<file path="config.mk">
export PLATFORM = sky130hd
export DESIGN_NAME = spi_flash_front
export DESIGN_NICKNAME = d
export VERILOG_FILES = /design/src/rtl/spi_front_pkg.sv /design/src/rtl/spi_link_sync.sv /design/src/rtl/spi_hdr_decoder.sv /design/src/rtl/spi_stream_tx.sv /design/src/rtl/flash_array_model.sv /design/src/rtl/spi_flash_front.sv
export SDC_FILE = /design/constraint.sdc
export NUM_CORES = 1
export LEC_CHECK = 0
export CAP_MARGIN = 20
export CORE_MARGIN = 10
export CORE_UTILIZATION = 30
export DETAILED_ROUTE_END_ITERATION = 7
export PLACE_DENSITY = 0.51
export REMOVE_ABC_BUFFERS = 1
export SKIP_CTS_REPAIR_TIMING = 1
export SYNTH_ARGS = -nofsm -noshare
export SYNTH_HDL_FRONTEND = slang
export SYNTH_SLANG_ARGS = --single-unit
</file>
<file path="constraint.sdc">
create_clock -name clk -period 1.9 [get_ports clk]
set_input_delay 0.38 -clock clk [delete_from_list [all_inputs] [get_ports clk]]
set_output_delay 0.38 -clock clk [all_outputs]
set_load 0.05 [all_outputs]
</file>
<file path="src/rtl/spi_front_pkg.sv">
package spi_front_pkg;

    localparam int BYTE_W    = 8;
    localparam int OP_BITS   = 8;
    localparam int ADDR_BITS = 24;
    localparam int HDR_BITS  = OP_BITS + ADDR_BITS;
    localparam int CNT_W     = $clog2(HDR_BITS + 1);
    localparam int BIT_W     = $clog2(BYTE_W);

    localparam logic [OP_BITS-1:0] OP_READ = 8'h03;
    localparam logic [OP_BITS-1:0] OP_ID_A = 8'h90;
    localparam logic [OP_BITS-1:0] OP_ID_B = 8'hAB;

    typedef enum logic [1:0] {
        CMD_NONE = 2'd0,
        CMD_READ = 2'd1,
        CMD_ID   = 2'd2
    } cmd_kind_e;

    typedef enum logic [1:0] {
        PH_HDR    = 2'd0,
        PH_STREAM = 2'd1,
        PH_IGNORE = 2'd2
    } phase_e;

    typedef struct packed {
        logic cs_active;
        logic rise;
        logic fall;
        logic si;
        logic hold_act;
    } link_s;

    function automatic cmd_kind_e decode_op(input logic [OP_BITS-1:0] op);
        case (op)
            OP_READ:          return CMD_READ;
            OP_ID_A, OP_ID_B: return CMD_ID;
            default:          return CMD_NONE;
        endcase
    endfunction

    function automatic logic [BYTE_W-1:0] fill_byte(input logic [15:0] loc);
        return loc[7:0] ^ loc[15:8] ^ 8'h5A;
    endfunction

endpackage

</file>
<file path="src/rtl/spi_link_sync.sv">
module spi_link_sync
    import spi_front_pkg::*;
#(
    parameter int SYNC_STAGES = 2
) (
    input  logic  clk,
    input  logic  rst,
    input  logic  cs_n,
    input  logic  sck,
    input  logic  si,
    input  logic  hold_n,
    output link_s lk
);
    localparam int NSIG = 4;
    // bit order {hold_n, si, sck, cs_n}
    localparam logic [NSIG-1:0] IDLE_LVL = 4'b1001;

    logic [NSIG-1:0] raw;
    logic [SYNC_STAGES-1:0][NSIG-1:0] stage;
    logic [NSIG-1:0] synced;
    logic sck_q, hold_q;
    logic cs_on, sck_s, si_s, hold_req;

    assign raw = {hold_n, si, sck, cs_n};

    generate
        if (SYNC_STAGES == 1) begin : g_one
            always_ff @(posedge clk) begin
                if (rst) stage <= IDLE_LVL;
                else     stage <= raw;
            end
        end else begin : g_chain
            always_ff @(posedge clk) begin
                if (rst) stage <= {SYNC_STAGES{IDLE_LVL}};
                else     stage <= {stage[SYNC_STAGES-2:0], raw};
            end
        end
    endgenerate

    assign synced   = stage[SYNC_STAGES-1];
    assign cs_on    = ~synced[0];
    assign sck_s    = synced[1];
    assign si_s     = synced[2];
    assign hold_req = ~synced[3];

    always_ff @(posedge clk) begin
        if (rst) begin
            sck_q  <= 1'b0;
            hold_q <= 1'b0;
        end else begin
            sck_q <= sck_s;
            if (!cs_on)      hold_q <= 1'b0;
            else if (!sck_s) hold_q <= hold_req;
        end
    end

    always_comb begin
        lk.cs_active = cs_on;
        lk.rise      = cs_on & ~hold_q & sck_s & ~sck_q;
        lk.fall      = cs_on & ~hold_q & ~sck_s & sck_q;
        lk.si        = si_s;
        lk.hold_act  = hold_q;
    end

    AST_HOLD_SCK_LOW: assert property (@(posedge clk) disable iff (rst)
        (sck_s && cs_on) |=> $stable(hold_q));

endmodule

</file>
<file path="src/rtl/spi_hdr_decoder.sv">
module spi_hdr_decoder
    import spi_front_pkg::*;
(
    input  logic                 clk,
    input  logic                 rst,
    input  logic                 cs_active,
    input  logic                 rise,
    input  logic                 si_bit,
    input  logic                 hold_act,
    output phase_e               phase,
    output logic                 cmd_valid,
    output cmd_kind_e            cmd_kind,
    output logic [ADDR_BITS-1:0] cmd_addr
);
    logic [HDR_BITS-1:0] hdr_sh;
    logic [HDR_BITS-1:0] hdr_next;
    logic [CNT_W-1:0]    hdr_cnt;
    cmd_kind_e           kind_q;
    cmd_kind_e           op_kind;

    assign hdr_next = {hdr_sh[HDR_BITS-2:0], si_bit};
    assign op_kind  = decode_op(hdr_next[OP_BITS-1:0]);

    always_ff @(posedge clk) begin
        if (rst || !cs_active) begin
            phase     <= PH_HDR;
            hdr_sh    <= '0;
            hdr_cnt   <= '0;
            kind_q    <= CMD_NONE;
            cmd_valid <= 1'b0;
            cmd_kind  <= CMD_NONE;
            cmd_addr  <= '0;
        end else begin
            cmd_valid <= 1'b0;
            if (rise && phase == PH_HDR) begin
                hdr_sh  <= hdr_next;
                hdr_cnt <= hdr_cnt + 1'b1;
                if (hdr_cnt == CNT_W'(OP_BITS - 1)) begin
                    if (op_kind == CMD_NONE) phase  <= PH_IGNORE;
                    else                     kind_q <= op_kind;
                end
                if (hdr_cnt == CNT_W'(HDR_BITS - 1)) begin
                    phase     <= PH_STREAM;
                    cmd_valid <= 1'b1;
                    cmd_kind  <= kind_q;
                    cmd_addr  <= hdr_next[ADDR_BITS-1:0];
                end
            end
        end
    end

    AST_CMD_ONE_SHOT: assert property (@(posedge clk) disable iff (rst)
        cmd_valid |=> !cmd_valid);

    AST_IGNORE_STICKY: assert property (@(posedge clk) disable iff (rst)
        (phase == PH_IGNORE && cs_active) |=> (phase == PH_IGNORE && !cmd_valid));

    AST_HOLD_FREEZES_HDR: assert property (@(posedge clk) disable iff (rst)
        (hold_act && cs_active) |=> $stable(hdr_cnt));

endmodule

</file>
<file path="src/rtl/spi_stream_tx.sv">
module spi_stream_tx
    import spi_front_pkg::*;
#(
    parameter int               ADDR_W = 8,
    parameter logic [BYTE_W-1:0] MFR_ID = 8'hC2,
    parameter logic [BYTE_W-1:0] DEV_ID = 8'h3D
) (
    input  logic              clk,
    input  logic              rst,
    input  logic              cs_active,
    input  logic              fall,
    input  logic              hold_act,
    input  phase_e            phase,
    input  logic              cmd_valid,
    input  cmd_kind_e         cmd_kind,
    input  logic [ADDR_W-1:0] start_addr,
    input  logic [BYTE_W-1:0] mem_data,
    output logic [ADDR_W-1:0] mem_addr,
    output logic              so,
    output logic              so_en
);
    logic [ADDR_W-1:0] ptr;
    logic              id_odd;
    cmd_kind_e         kind_q;
    logic [BYTE_W-2:0] sh;
    logic [BIT_W-1:0]  bit_i;
    logic              so_bit;
    logic              started;
    logic [BYTE_W-1:0] next_byte;

    always_comb begin
        if (kind_q == CMD_ID) next_byte = id_odd ? DEV_ID : MFR_ID;
        else                  next_byte = mem_data;
    end

    always_ff @(posedge clk) begin
        if (rst || !cs_active) begin
            ptr     <= '0;
            id_odd  <= 1'b0;
            kind_q  <= CMD_NONE;
            sh      <= '0;
            bit_i   <= '0;
            so_bit  <= 1'b0;
            started <= 1'b0;
        end else if (cmd_valid) begin
            ptr    <= start_addr;
            id_odd <= start_addr[0];
            kind_q <= cmd_kind;
        end else if (fall && phase == PH_STREAM) begin
            if (bit_i == '0) begin
                so_bit  <= next_byte[BYTE_W-1];
                sh      <= next_byte[BYTE_W-2:0];
                ptr     <= ptr + 1'b1;
                id_odd  <= ~id_odd;
                started <= 1'b1;
            end else begin
                so_bit <= sh[BYTE_W-2];
                sh     <= {sh[BYTE_W-3:0], 1'b0};
            end
            bit_i <= bit_i + 1'b1;
        end
    end

    assign mem_addr = ptr;
    assign so       = so_bit;
    assign so_en    = started & cs_active & ~hold_act;

    AST_SO_FALL_ONLY: assert property (@(posedge clk) disable iff (rst)
        (cs_active && !(fall && phase == PH_STREAM)) |=> $stable(so_bit));

endmodule

</file>
<file path="src/rtl/flash_array_model.sv">
module flash_array_model
    import spi_front_pkg::*;
#(
    parameter int ADDR_W = 8
) (
    input  logic              clk,
    input  logic [ADDR_W-1:0] addr,
    output logic [BYTE_W-1:0] rd_data
);
    always_ff @(posedge clk) begin
        rd_data <= fill_byte(16'(addr));
    end
endmodule

</file>
<file path="src/rtl/spi_flash_front.sv">
module spi_flash_front
    import spi_front_pkg::*;
#(
    parameter int          ADDR_W      = 8,
    parameter int          SYNC_STAGES = 2,
    parameter logic [7:0]  MFR_ID      = 8'hC2,
    parameter logic [7:0]  DEV_ID      = 8'h3D
) (
    input  logic        clk,
    input  logic        rst,
    input  logic        cs_n,
    input  logic        sck,
    input  logic        si,
    input  logic        hold_n,
    output logic        so,
    output logic        so_en,
    output logic        cmd_valid,
    output logic [1:0]  cmd_kind,
    output logic [23:0] cmd_addr
);
    link_s             lk;
    phase_e            phase;
    cmd_kind_e         kind_e;
    logic [ADDR_W-1:0] mem_addr;
    logic [BYTE_W-1:0] mem_data;

    spi_link_sync #(.SYNC_STAGES(SYNC_STAGES)) u_sync (
        .clk(clk), .rst(rst), .cs_n(cs_n), .sck(sck), .si(si), .hold_n(hold_n), .lk(lk)
    );

    spi_hdr_decoder u_hdr (
        .clk(clk), .rst(rst), .cs_active(lk.cs_active), .rise(lk.rise), .si_bit(lk.si),
        .hold_act(lk.hold_act), .phase(phase), .cmd_valid(cmd_valid), .cmd_kind(kind_e),
        .cmd_addr(cmd_addr)
    );

    spi_stream_tx #(.ADDR_W(ADDR_W), .MFR_ID(MFR_ID), .DEV_ID(DEV_ID)) u_tx (
        .clk(clk), .rst(rst), .cs_active(lk.cs_active), .fall(lk.fall), .hold_act(lk.hold_act),
        .phase(phase), .cmd_valid(cmd_valid), .cmd_kind(kind_e),
        .start_addr(cmd_addr[ADDR_W-1:0]), .mem_data(mem_data), .mem_addr(mem_addr),
        .so(so), .so_en(so_en)
    );

    flash_array_model #(.ADDR_W(ADDR_W)) u_mem (
        .clk(clk), .addr(mem_addr), .rd_data(mem_data)
    );

    assign cmd_kind = 2'(kind_e);

    AST_DESELECT_CLEARS: assert property (@(posedge clk) disable iff (rst)
        !lk.cs_active |=> (phase == PH_HDR && !so_en));

    AST_KIND_KNOWN: assert property (@(posedge clk) disable iff (rst)
        cmd_valid |-> (kind_e == CMD_READ || kind_e == CMD_ID));

endmodule

</file>
# Yosys cells after proc, flatten, opt, wreduce, memory -nomap -nowiden
# Index checks and enable logic that the tools add are counted.
[word_totals]
word_cells = 80
register_bits = 101
out_inout_bits = 29
inputBits = 6
[classes]
n_bitwise = 17
n_eq_ne = 7
n_mux = 15
addsub = 3
n_reduce_logical = 19
[op_table]
columns = ["cell", "n"]
rows = [
  ["8-bit 2-to-1 mux", 5],
  ["8-bit equality test (second input constant)", 2],
  ["1-bit inverter", 9],
  ["3-bit AND reduction", 3],
  ["8-bit by 1-bit adder with 8-bit output (second input constant)", 1],
  ["8-bit by 2-bit equality test with 1-bit output (second input constant)", 1],
  ["2-bit nonzero test", 4],
  ["1-bit bitwise AND", 7],
  ["7-bit 2-to-1 mux", 1],
  ["6-bit by 1-bit adder with 6-bit output (second input constant)", 1],
  ["6-bit by 3-bit equality test with 1-bit output (second input constant)", 1],
  ["6-bit by 5-bit equality test with 1-bit output (second input constant)", 1],
  ["2-bit 2-to-1 mux", 3],
  ["2-bit AND reduction", 3],
  ["2-bit OR reduction", 3],
  ["1-bit 2-to-1 mux", 5],
  ["2-bit zero test", 2],
  ["4-bit inverter", 1],
  ["2-bit case mux with 2 select lines", 1],
  ["3-bit by 1-bit adder with 3-bit output (second input constant)", 1],
  ["3-bit zero test", 1],
  ["2-bit by 1-bit equality test with 1-bit output (second input constant)", 1],
  ["2-bit equality test (second input constant)", 1],
  ["1-bit logical AND", 2],
  ["1-bit logical OR", 1],
]

# Logic depth before layout (Yosys ltp)
[depth]
depth_word = 7
mapped_depth = 7
ltp_nobuf = 6

# Hierarchy
# Synthesis repeated with hierarchy kept, for this count alone.
[hier_totals]
hier_cells = 391
area_unflattened_um2 = 3804.9
[modules_own_cells]
columns = ["module", "area_each_um2", "n_inst", "seq_area_each_um2", "cells_each"]
rows = [
  ["spi_hdr_decoder", 2119.5, 1, 1201.2, 217],
  ["spi_stream_tx", 1187.4, 1, 460.4, 134],
  ["spi_link_sync", 322.8, 1, 200.2, 28],
  ["flash_array_model", 175.2, 1, 160.2, 12],
]

# Worst setup path before layout
# No wires, ideal clock.
[synth_path]
path_type = "reg-to-reg"
startpoint = "reg u_sync.stage (netlist bit u_sync.synced[1])"
endpoint = "reg u_hdr.cmd_kind[0]"
setup_ps = 132
arrival_ps = 1733
setup_slack_ps = 35
stages_incl_launch_ff = 8
period_less_slack_ps = 1865
required_time_ps = 1768
path_buffers = 3
path_cell_list = "dfxtp_1 or3b_1 buf_6 or4_4 buf_6 buf_6 nand2_1 a21oi_1"
[synth_via]
elab_chain_len = 4
[synth_lines]
columns = ["element", "line_no", "text"]
rows = [
  ["start: declaration", "spi_link_sync.sv:19", "logic [SYNC_STAGES-1:0][NSIG-1:0] stage;"],
  ["start signal: assignment", "spi_link_sync.sv:34", "if (rst) stage <= {SYNC_STAGES{IDLE_LVL}};"],
  ["start signal: assignment", "spi_link_sync.sv:35", "else stage <= {stage[SYNC_STAGES-2:0], raw};"],
  ["1-bit bitwise AND (2 in series)", "spi_link_sync.sv:59", "lk.rise = cs_on & ~hold_q & sck_s & ~sck_q;"],
  ["1-bit logical AND", "spi_hdr_decoder.sv:35", "if (rise && phase == PH_HDR) begin"],
  ["2-bit AND reduction (no source line)", "-", ""],
  ["end signal: assignment", "spi_hdr_decoder.sv:45", "cmd_kind <= kind_q;"],
  ["end: declaration", "spi_hdr_decoder.sv:12", "output cmd_kind_e cmd_kind,"],
]
# No other way between the ends.
# A chain may end at the register's enable or synchronous reset.

# Worst setup path after layout
[layout_path]
startpoint = "reg u_hdr.hdr_sh[5]"
endpoint = "reg u_hdr.kind_q[0]"
[layout_via]
elab_chain_len = 6
elab_cells_between_ends = 8
classes_between = "eq/ne (3); mux (1); bitwise (1); reduce/logical (3)"
[layout_lines]
columns = ["element", "line_no", "text"]
rows = [
  ["start: declaration", "spi_hdr_decoder.sv:15", "logic [HDR_BITS-1:0] hdr_sh;"],
  ["start signal: assignment", "spi_hdr_decoder.sv:36", "hdr_sh <= hdr_next;"],
  ["8-bit equality test", "spi_front_pkg.sv:35", "case (op)"],
  ["2-bit OR reduction", "spi_front_pkg.sv:35", ""],
  ["2-bit case mux with 2 select lines *", "spi_front_pkg.sv:35", ""],
  ["2-bit zero test", "spi_hdr_decoder.sv:39", "if (op_kind == CMD_NONE) phase <= PH_IGNORE;"],
  ["1-bit inverter (no source line)", "-", ""],
  ["3-bit AND reduction (no source line)", "-", ""],
  ["end signal: assignment", "spi_hdr_decoder.sv:40", "else kind_q <= op_kind;"],
  ["end: declaration", "spi_hdr_decoder.sv:18", "cmd_kind_e kind_q;"],
]
# Mark *: on every way between the ends. The rest lies on a longest branch, timed or not.

==> results.sh <==
export IMPL_grt_max_degree=41
export IMPL_synth_xor_area_share_pct=2.50
export IMPL_track_usage_pct=10.0
export IMPL_avgSynthCellArea_um2=8.56
export IMPL_required_ns=2.15
export IMPL_p_leak_nw=1.66
export IMPL_cts_root_buf="clkbuf_16"
export IMPL_ant_nets=0
export IMPL_core_area_um2=12600
export IMPL_r2r_start="u_hdr.hdr_sh[5]$_SDFFE_PP0P_"
export IMPL_num_nets_final=504
export IMPL_regToRegSetupSlack_ns=0.06
export IMPL_routed_wl_um=8650
export IMPL_yosysWarnings=0
export IMPL_grt_pass1_vias=3120
export IMPL_yosys_area_share_simple_pct=24.0
export IMPL_crit_fanout=2
export IMPL_p_per_area_nw_per_um2=827
export IMPL_grt_pass1_wl_um=14600
export IMPL_h_tree_depth=3
export IMPL_arrival_ns=2.08
export IMPL_worstPathCellList="or4_1, or4_4, a21o_1, a31o_1"
export IMPL_synth_area_leader_cell="dfxtp_1"
export IMPL_vias_per_cell=4.58
export IMPL_synth_yosys_seq_area_share_pct=52.4
export IMPL_status="finished, final reports clean"
export IMPL_pwr_share_clk_pct=44.4
export IMPL_slew_viol_final=0
export IMPL_synth_ff_type="dfxtp_1"
export IMPL_dp_hpwl_um=6080
export IMPL_p_sw_uw=851
export IMPL_syn_instance_count=451
export IMPL_dieArea_um2=17800
export IMPL_setup_worst_path_end="u_hdr.kind_q[0]$_SDFFE_PP0P_"
export IMPL_clkSlewWorstSetupHoldPaths_ns=0.07
export IMPL_synth_distinct_cells=40
export IMPL_critPathKind="flip-flop to flip-flop"
export IMPL_crit_slowest_cell="or4_1"
export IMPL_skew_ns=0.00575
export IMPL_netlist_top_cells_area="dfxtp_1 (52%), nand2_1 (11%), a21oi_1 (7.9%)"
export IMPL_diodes=0
export IMPL_r2r_cells=4
export IMPL_synth_area_mux_share_pct=1.30
export IMPL_wire_per_inst_um=12.9
export IMPL_end_kind="flip-flop"
export IMPL_syn2layout_area_growth_pct=23.7
export IMPL_post_route_period_util_pct=96.8
export IMPL_first_iter_violations=226
export IMPL_synth_top_area_share_pct=52.4
export IMPL_intPower_mw=3.09
export IMPL_reg2reg_to="u_hdr.kind_q[0]$_SDFFE_PP0P_"
export IMPL_start_kind="flip-flop"
export IMPL_crit_family="simple AND/OR/NAND/NOR gates"
export IMPL_cts_tree="built"
export IMPL_fin_util_pct=37.8
export IMPL_fmax_mhz=544
export IMPL_synth_top_family_by_area="simple AND/OR/NAND/NOR gates"
export IMPL_maxCapViolCount=0
export IMPL_initial_core_util_pct=30.6
export IMPL_fin_crit_ns=1.84
export IMPL_pwr_share_comb_pct=1.7
export IMPL_pin_count=35
export IMPL_synthAdderAreaFrac_pct=1.30
export IMPL_cpPeakStageDelay_ns=0.53
export IMPL_clkSinkCount=101
export IMPL_synth_async_sr_flop_share_pct=0
export IMPL_crit_cells=4
export IMPL_hp_class="flip-flop to flip-flop"
export IMPL_rsz0062_at_grt="yes"
export IMPL_final_layout_size_suffix_gt1_share_pct=15.6
export IMPL_vias=3076
export IMPL_rows=41
export IMPL_synth_area_um2=3860
export IMPL_worst_pin_slew_ns=0.511
export IMPL_die_x_um=133
export IMPL_irDropWorstVdd_uv=541
export IMPL_hold_ws_ns=0.384
export IMPL_power_frac_seq_pct=53.9
export IMPL_dr_pass1_iters=4
export IMPL_critPathBufInv=0
export IMPL_synth_compound_area_share_pct=14.0
export IMPL_swShare_pct=21.6
export IMPL_finalHoldViolations=0
export IMPL_clk_path_buf_depth=2
export IMPL_grt_ovfl_total=0
export IMPL_setup_viol=0
export IMPL_synth_seq_cells=101
export IMPL_relSlewSlack_pct=65.9
export IMPL_drc=0
export IMPL_clk_latency_ns=0.34
export IMPL_startpoint="u_hdr.hdr_sh[5]$_SDFFE_PP0P_"
export IMPL_antenna_found_initial=0
export IMPL_portBuffers=34
export IMPL_fillers=1332
export IMPL_synth_edf_count=0
export IMPL_gp_congestion=0.754
export IMPL_fp_dieH_um=133
export IMPL_cts_buffers_inserted=9
## state kept, by name, indices dropped and copies added, names as in the netlist, 2 cells and up
name,cells
u_hdr.hdr_sh,23
u_tx.mem_addr,8
u_hdr.hdr_cnt,6
u_mem.rd_data,8
u_tx.sh,7
u_tx.bit_i,3
u_hdr.kind_q,2
u_sync.synced,4
u_hdr.cmd_addr,24
u_tx.kind_q,2
u_hdr.phase,2
u_hdr.cmd_kind,2
u_sync.stage,4
## cells by family after synthesis
family                     count (synthesis)
adders and majority gates                  4
buffers and inverters                     36
and+or+nand+nor                          197
AOI/OAI and AO/OA                         97
DFF                                      101
muxes                                      5
xor gates and xnor gates                  11
## cell usage in the layout, fill, tap and decap left out, drive strengths merged, types with 6 or more instances in the layout
| cell | instances |
|---|---|
| nand2 | 115 |
| dfxtp | 101 |
| a21oi | 61 |
| buf | 51 |
| nor2 | 19 |
| o21ai | 16 |
| nand3 | 13 |
| clkbuf | 11 |
| xnor2 | 10 |
| inv | 10 |
| nor4 | 9 |
| nor3 | 8 |
| a211o | 7 |
| o22ai | 7 |
| nor2b | 6 |
## worst reg2reg max path, cell delays in order (launching register included)
cell	delay, ns
dfxtp_1	0.31
or4_1	0.53
or4_4	0.50
a21o_1	0.19
a31o_1	0.21
## layer usage
layer	vias to the layer above	wire length [µm]	global-route usage, %
met5	-	0	0
li1	1604	-	-
met2	37	4260	17.7
met3	9	392	3.95
met1	1426	3880	10.8
met4	0	117	2.84
## synth_stat cells (2+ instances only)
cell type  count
nor2b_1        6
buf_2          7
inv_1          8
o22ai_1        7
nand2b_1       3
buf_6          4
or3_1          2
nor3b_1        5
o21ai_0       16
clkbuf_1      16
dfxtp_1      101
xnor2_1       10
a211o_1        7
nand3b_1       3
nor2_1        18
nor4_1         8
a21o_1         2
ha_1           4
a21oi_1       61
nand2_1      115
or4_1          3
nand3_1       13
mux2i_1        5
or2_2          5
nor3_1         7
## how the worst min path moves through the flow
stage	startpoint	end	slack, ns	cells after the start
floorplan	u_tx.mem_addr[7]$_SDFFE_PP0P_	u_mem.rd_data[7]$_DFF_P_	0.34	0
global placement	u_tx.mem_addr[7]$_SDFFE_PP0P_	u_mem.rd_data[7]$_DFF_P_	0.36	0
detailed placement	u_tx.mem_addr[7]$_SDFFE_PP0P_	u_mem.rd_data[7]$_DFF_P_	0.37	0
CTS	u_tx.mem_addr[7]$_SDFFE_PP0P_	u_mem.rd_data[7]$_DFF_P_	0.38	0
global route	u_tx.mem_addr[7]$_SDFFE_PP0P_	u_mem.rd_data[7]$_DFF_P_	0.39	0
finish	u_tx.mem_addr[7]$_SDFFE_PP0P_	u_mem.rd_data[7]$_DFF_P_	0.38	0
## layout make-up
| type | count | area [µm²] | area share, % |
|---|---|---|---|
| Sequential cell | 101 | 2020 | 42.4 |
| Multi-Input combinational cell | 314 | 1670 | 34.9 |
| Tap cell | 172 | 215 | 4.51 |
| Timing Repair Buffer | 60 | 553 | 11.6 |
| Clock buffer | 11 | 243 | 5.09 |
| Inverter | 8 | 30.0 | 0.629 |
| Clock inverter | 5 | 42.5 | 0.891 |
## power by group through the flow
| stage | combinational (mW) | sequential [mW] | clock, mW |
|---|---|---|---|
| after floorplan | 0.0283 | 2.18 | 0 |
| final | 0.0668 | 2.13 | 1.75 |
| after CTS | 0.0679 | 2.13 | 1.81 |
| after detailed placement | 0.0677 | 2.18 | 0 |
| after global routing | 0.0740 | 2.13 | 1.91 |
| after global placement | 0.0672 | 2.18 | 0 |
## through the flow
stage	TNS, ns	total power, mW	cells	worst slack [ns]	cell area [µm²]
floorplan	-5.09	2.20	423	-0.158	3710
global placement	0	2.24	655	0.0806	4470
detailed placement	0	2.24	655	0.0459	4470
CTS	-0.00281	4.01	671	-0.00281	4750
global route	-0.0314	4.11	671	-0.0314	4770
finish	0	3.94	671	0.0610	4770
Note: power is estimated with default switching activity, not from simulation.
